[src/rtl/acmp_pkg.sv]
// Shared field positions and the control-field type for the comparator
// control block. Assumes an 8-bit register with reserved bits at the top.
package acmp_pkg;

    localparam int unsigned REG_W    = 8;
    localparam int unsigned POS_EN   = 5;
    localparam int unsigned POS_PSEL = 4;
    localparam int unsigned POS_NSEL = 3;
    localparam int unsigned POS_OE   = 2;
    localparam int unsigned POS_CO   = 1;
    localparam int unsigned POS_FLAG = 0;

    typedef struct packed {
        logic en;
        logic psel;
        logic nsel;
        logic oe;
    } acmp_ctl_t;

    // Extract the writable control fields from a write word.
    function automatic acmp_ctl_t ctl_from_word(input logic [REG_W-1:0] w);
        acmp_ctl_t c;
        c.en   = w[POS_EN];
        c.psel = w[POS_PSEL];
        c.nsel = w[POS_NSEL];
        c.oe   = w[POS_OE];
        return c;
    endfunction

    // Assemble the read word; reserved bits are zero.
    function automatic logic [REG_W-1:0] word_from_state(input acmp_ctl_t c,
                                                         input logic co,
                                                         input logic flag);
        logic [REG_W-1:0] w;
        w           = '0;
        w[POS_EN]   = c.en;
        w[POS_PSEL] = c.psel;
        w[POS_NSEL] = c.nsel;
        w[POS_OE]   = c.oe;
        w[POS_CO]   = co;
        w[POS_FLAG] = flag;
        return w;
    endfunction

endpackage

[src/rtl/acmp_sync.sv]
// Multi-flop synchronizer for the asynchronous comparator result.
// Assumes STAGES >= 2. The chain runs every cycle, whether or not the
// comparator is enabled; gating is applied downstream.
module acmp_sync #(
    parameter int unsigned STAGES = 2
) (
    input  logic clk,
    input  logic rst_n,
    input  logic d_async,
    output logic q_sync
);

    logic [STAGES-1:0] chain;

    for (genvar i = 0; i < STAGES; i++) begin : g_stage
        if (i == 0) begin : g_first
            // Capture the asynchronous input.
            always_ff @(posedge clk) begin
                if (!rst_n) chain[0] <= 1'b0;
                else        chain[0] <= d_async;
            end
        end else begin : g_next
            // Shift toward the output to resolve metastability.
            always_ff @(posedge clk) begin
                if (!rst_n) chain[i] <= 1'b0;
                else        chain[i] <= chain[i-1];
            end
        end
    end

    assign q_sync = chain[STAGES-1];

endmodule

[src/rtl/acmp_settle.sv]
// Settling-window timer. It counts CYCLES clock edges while the enable
// has been 1, then raises done. It clears at once when the next enable
// value is 0, so every re-enable restarts the window. Assumes CYCLES >= 1.
module acmp_settle #(
    parameter int unsigned CYCLES = 1250
) (
    input  logic clk,
    input  logic rst_n,
    input  logic en_cur,
    input  logic en_next,
    output logic done
);

    localparam int unsigned CW = $clog2(CYCLES + 1);
    localparam logic [CW-1:0] LAST = CW'(CYCLES - 1);

    logic [CW-1:0] cnt;

    // Advance the window counter while enabled and not yet settled.
    always_ff @(posedge clk) begin
        if (!rst_n || !en_next) begin
            cnt  <= '0;
            done <= 1'b0;
        end else if (en_cur && !done) begin
            cnt <= cnt + 1'b1;
            if (cnt == LAST) done <= 1'b1;
        end
    end

endmodule

[src/rtl/acmp_status.sv]
// Status bits: the gated synchronized result and the sticky change flag.
// Assumes sync_val is already in the clock domain. A change is the
// synchronized value differing from its value one cycle earlier. A
// hardware set takes priority over a software clear on the same edge.
module acmp_status (
    input  logic clk,
    input  logic rst_n,
    input  logic sync_val,
    input  logic en_next,
    input  logic settled,
    input  logic sw_clr,
    output logic co,
    output logic flag
);

    logic prev;
    logic chg;

    assign chg = sync_val ^ prev;

    // Remember the last synchronized value for change detection.
    always_ff @(posedge clk) begin
        if (!rst_n) prev <= 1'b0;
        else        prev <= sync_val;
    end

    // Expose the result only while enabled and settled.
    always_ff @(posedge clk) begin
        if (!rst_n)                   co <= 1'b0;
        else if (en_next && settled)  co <= sync_val;
        else                          co <= 1'b0;
    end

    // Sticky change flag: disable clears, change sets, software clears.
    always_ff @(posedge clk) begin
        if (!rst_n || !en_next)       flag <= 1'b0;
        else if (settled && chg)      flag <= 1'b1;
        else if (sw_clr)              flag <= 1'b0;
    end

endmodule

[src/rtl/acmp_ctl.sv]
// Control and status wrapper for one analog comparator. It holds the
// software register, drives the analog selects, synchronizes the raw
// result, times the settling window, and raises a change interrupt.
// Assumes a single-cycle write strobe and a synchronous active-low reset.
module acmp_ctl #(
    parameter int unsigned CLK_MHZ     = 125,
    parameter int unsigned SETTLE_US   = 10,
    parameter int unsigned SYNC_STAGES = 2
) (
    input  logic       clk,
    input  logic       rst_n,
    input  logic       reg_wr_en,
    input  logic [7:0] reg_wdata,
    output logic [7:0] reg_rdata,
    input  logic       cmp_raw,
    input  logic       irq_en,
    output logic       ana_en,
    output logic       ana_psel,
    output logic       ana_nsel,
    output logic       pin_out,
    output logic       irq
);

    import acmp_pkg::*;

    localparam int unsigned SETTLE_CYC = CLK_MHZ * SETTLE_US;

    acmp_ctl_t ctl_q;
    acmp_ctl_t wr_ctl;
    logic      en_next;
    logic      sw_clr;
    logic      sync_val;
    logic      settled;
    logic      co_q;
    logic      flag_q;

    assign wr_ctl  = ctl_from_word(reg_wdata);
    assign en_next = reg_wr_en ? wr_ctl.en : ctl_q.en;
    assign sw_clr  = reg_wr_en && !reg_wdata[POS_FLAG];

    // Load the writable control fields on a register write.
    always_ff @(posedge clk) begin
        if (!rst_n)         ctl_q <= '0;
        else if (reg_wr_en) ctl_q <= wr_ctl;
    end

    acmp_sync #(.STAGES(SYNC_STAGES)) u_sync (
        .clk     (clk),
        .rst_n   (rst_n),
        .d_async (cmp_raw),
        .q_sync  (sync_val)
    );

    acmp_settle #(.CYCLES(SETTLE_CYC)) u_settle (
        .clk     (clk),
        .rst_n   (rst_n),
        .en_cur  (ctl_q.en),
        .en_next (en_next),
        .done    (settled)
    );

    acmp_status u_status (
        .clk      (clk),
        .rst_n    (rst_n),
        .sync_val (sync_val),
        .en_next  (en_next),
        .settled  (settled),
        .sw_clr   (sw_clr),
        .co       (co_q),
        .flag     (flag_q)
    );

    assign reg_rdata = word_from_state(ctl_q, co_q, flag_q);
    assign ana_en    = ctl_q.en;
    assign ana_psel  = ctl_q.psel;
    assign ana_nsel  = ctl_q.nsel;
    assign pin_out   = cmp_raw & ctl_q.en & ctl_q.oe;
    assign irq       = flag_q & irq_en;

endmodule

[config.mk]
export PLATFORM = sky130hd
export DESIGN_NAME = acmp_ctl
export DESIGN_NICKNAME = d
export VERILOG_FILES = /design/src/rtl/acmp_pkg.sv /design/src/rtl/acmp_sync.sv /design/src/rtl/acmp_settle.sv /design/src/rtl/acmp_status.sv /design/src/rtl/acmp_ctl.sv
export SDC_FILE = /design/constraint.sdc
export NUM_CORES = 1
export LEC_CHECK = 0
export CORE_ASPECT_RATIO = 0.6
export CORE_UTILIZATION = 40
export CTS_CLUSTER_DIAMETER = 60
export DETAILED_ROUTE_END_ITERATION = 7
export DONT_BUFFER_PORTS = 1
export GPL_TIMING_DRIVEN = 0
export PLACE_DENSITY = 0.57
export SETUP_SLACK_MARGIN = 0.02
export SYNTH_ARGS = -nofsm -noshare
export SYNTH_HDL_FRONTEND = slang
export SYNTH_SLANG_ARGS = --single-unit
[constraint.sdc]
create_clock -name clk -period 1.61 [get_ports clk]
set_input_delay 0.2415 -clock clk [delete_from_list [all_inputs] [get_ports clk]]
set_output_delay 0.2415 -clock clk [all_outputs]
set_load 0.05 [all_outputs]
==> results.md <==
- Worst EP required: around 1800 ps
- Area growth syn-to-layout: 13.2%
- Total die area: between 0.002 and 0.003 sq mm
- Number of remaining DRC errors: 0
- Synth Area in Compound Gates: 0.0982
- Vias per Instance: just over 5
- Clk Latency, worst-skew pair: between 200 and 300 ps
- Layout Cells excl Fill: between 100 and 150
- Max frequency: just under 0.7 GHz
- Netlist cell types: 28
- FFs w/ async S/R, synth: 0
- Syn Inst Count: ~110
- Mapped Avg Cell Area: between 9 and 10 sq um
- Largest register FFs: 11
- Warnings from Yosys: 0
- Clk buf depth: 2
- Starting Density: 0.432
- Yosys reg bits: 21
- Fin Clk Skew: approximately 5.3 ps
- Max Transition Viols Final: 0
- TritonCTS Buffers: 3
- Detailed Route Iter0 Violations: 55
- CP max stage cell: or4_1
- CTS H-tree depth: 1
- Core Rows: 13
- Most common cell after layout, fill and taps aside: dfxtp_1
- Setup CP Type: reg2reg
- Antenna cells: 0
- Final Setup Violations: 0
- Number of I/O pins: 26
- Worst Path Max Fanout: 9
- Seq/Total Area, Yosys: 0.440
- Outcome: finished clean
- Congestion Overflow GR: 0
- M1 WL: approximately 860 um
- Commonest non-fill, non-tap cells in the layout: dfxtp_1 (17), buf_4 (9), inv_1 (7)
- Largest net degree at the start of global routing: 13
- TritonCTS clock tree: done
- Pwr/cell area: 902 mW/mm^2
- Place WS: between 20 and 25 ps
- Min Tclk post-route: about 1500 ps
- GP Congestion: approximately 0.8
- First drt pass iteration count: 4
- Vias in the first global route: between 600 and 700
- Nets: 129
- Synth Area in Adders: 0.0262
- Vert. Die Dim: 39.9 um
- Post-DRT Antenna Nets: 0
- Post-DR wirelength/cell: between 10 and 15 um
- HP Class: in2reg
- First-pass GRT wire length: between 2000 and 3000 um
- Routed length on met2: between 600 and 700 um
- Dpl hpwl: ~1300 um
- Hold buffers post-CTS: 0
- IO Port Bufs: 0
- Total power: slightly below 1 mW
- Cells after DPL: about 140
- Synthesized area: 956 sq um
- Largest family of logic cells by synthesized area: simple AND/OR/NAND/NOR gates
- Actual slew at the worst max-slew pin: 529 ps
- Post-synthesis xor/xnor area fraction: 0.0275
- Slew margin rel.: 0.647
- # Max-Cap Violations: 0
- Crit path DAT: 1670 ps
- Peak VDD IR: a little over 0.0006 V
- Final hold vios: 0
- WL final: roughly 1700 um
- Worst path cell trace: nand3b_1, or4_1, a21oi_1
- Clk sinks: 21
- Clk pin slew, worst setup/hold paths: around 80 ps
- Die W: about 65 um
- GRT Resource Usage Total: 0.154
- Setup crit start kind: flop
- RSZ-0062 raised after global routing: false
- Top Metal Used: met3
- Number of synthesized flops with an enable pin: 0
- Reg with most FFs: u_settle.cnt
- Routed wl met3: roughly 140 um
- Mux share of post-synthesis cell area: 0.0641
- Top FF cell, synth: dfxtp_1
- Period utilization: 0.915
- Max stage delay on crit path: approximately 520 ps
- Via count: a little over 700
- Setup TNS: 0 ps
- Setup crit end kind: flop
- Lkg Pwr: about 0.39 nW
- Initial antenna violation count: 0
- R2R Setup Slk: around 140 ps
- Root Buffer: clkbuf_8
- Post-synthesis simple-gate area fraction: 0.243
- Layout cells sized above 1: 0.221
- Setup ws final: 136 ps
- Core area: 0.00221 sq mm
where the power goes:
part | leakage [nW] | switching, mW | internal (mW) | total (mW)
Clock | 0.0255 | 0.169 | 0.172 | 0.341
Sequential | 0.173 | 0.0303 | 0.526 | 0.557
Combinational | 0.188 | 0.0516 | 0.0263 | 0.0779
Total | 0.387 | 0.251 | 0.725 | 0.976
cell usage after synthesis (all sizes together) (2+ instances only):
cell type  count  area (sq um)
o31ai          3          22.5
ha             2          25.0
mux2i          5          50.1
or4            4          30.0
buf            9          62.6
nand3          5          25.0
nor2           4          15.0
nand3b         3          22.5
a21oi          8          43.8
nor4           2          12.5
dfxtp         21           420
nor2b          4          25.0
o21ai          4          20.0
nand2          6          22.5
or3            4          25.0
and2           4          25.0
xor2           2          17.5
inv            7          26.3
nand4b         2          17.5
stage by stage:
step / util / area, sq um / hold slack [ps]
floorplan: - / 961 / 369
CTS: 0.475 / 1050 / 104
finish: 0.489 / 1080 / 108
detailed placement: 0.451 / 998 / 373
global placement: 0.451 / 998 / 374
global route: 0.489 / 1080 / 112
critical path: cells and delay by family (launching register included):
family             cells  cell delay (ps)
DFF                    1              490
AOI/OAI and AO/OA      1              150
and+or+nand+nor        2              760
logic make-up after synthesis:
| group | Yosys count |
|---|---|
| AO/OA/AOI/OAI | 16 |
| XOR/XNOR | 3 |
| adder cells (fa/ha/maj) | 2 |
| buffers and inverters | 17 |
| flip-flops | 21 |
| multiplexers | 6 |
| other | 1 |
| AND/OR/NAND/NOR | 40 |
per-layer routing:
layer,vias up,GRT usage
li1,376,-
met1,321,0.201
met2,25,0.227
met3,0,0.0756
met4,0,0.0326
met5,-,0
cell type report:
class                      count  area [sq um]
buffer                        10          66.3
clock buffer                   3          41.3
clock inverter                 1          5.00
fill                         221          1130
inverter                       7          26.3
multi-input combinational     69           458
sequential                    21           433
tap                           30          37.5
timing repair buffer           2          15.0
worst paths after layout:
kind              cells past startpoint                        from                            to
hold reg to reg                       1  u_sync.chain[0]$_SDFF_PN0_      u_sync.q_sync$_SDFF_PN0_
setup reg to reg                      3         ana_en$_SDFFE_PN0P_  u_settle.cnt[7]$_SDFFE_PP0P_
setup / recovery                      3         ana_en$_SDFFE_PN0P_  u_settle.cnt[7]$_SDFFE_PP0P_
hold / removal                        1                     cmp_raw    u_sync.chain[0]$_SDFF_PN0_
repair_timing:
| action | 4_1_cts | 5_1_grt |
|---|---|---|
| setup buffers | 0 | 2 |
| resized for setup | 3 | 7 |
| endpoints found under the hold margin | 0 | 0 |
| pin swaps | 0 | 3 |
| setup endpoints to repair | 4 | 3 |
Note: power is estimated with default switching activity, not from simulation.
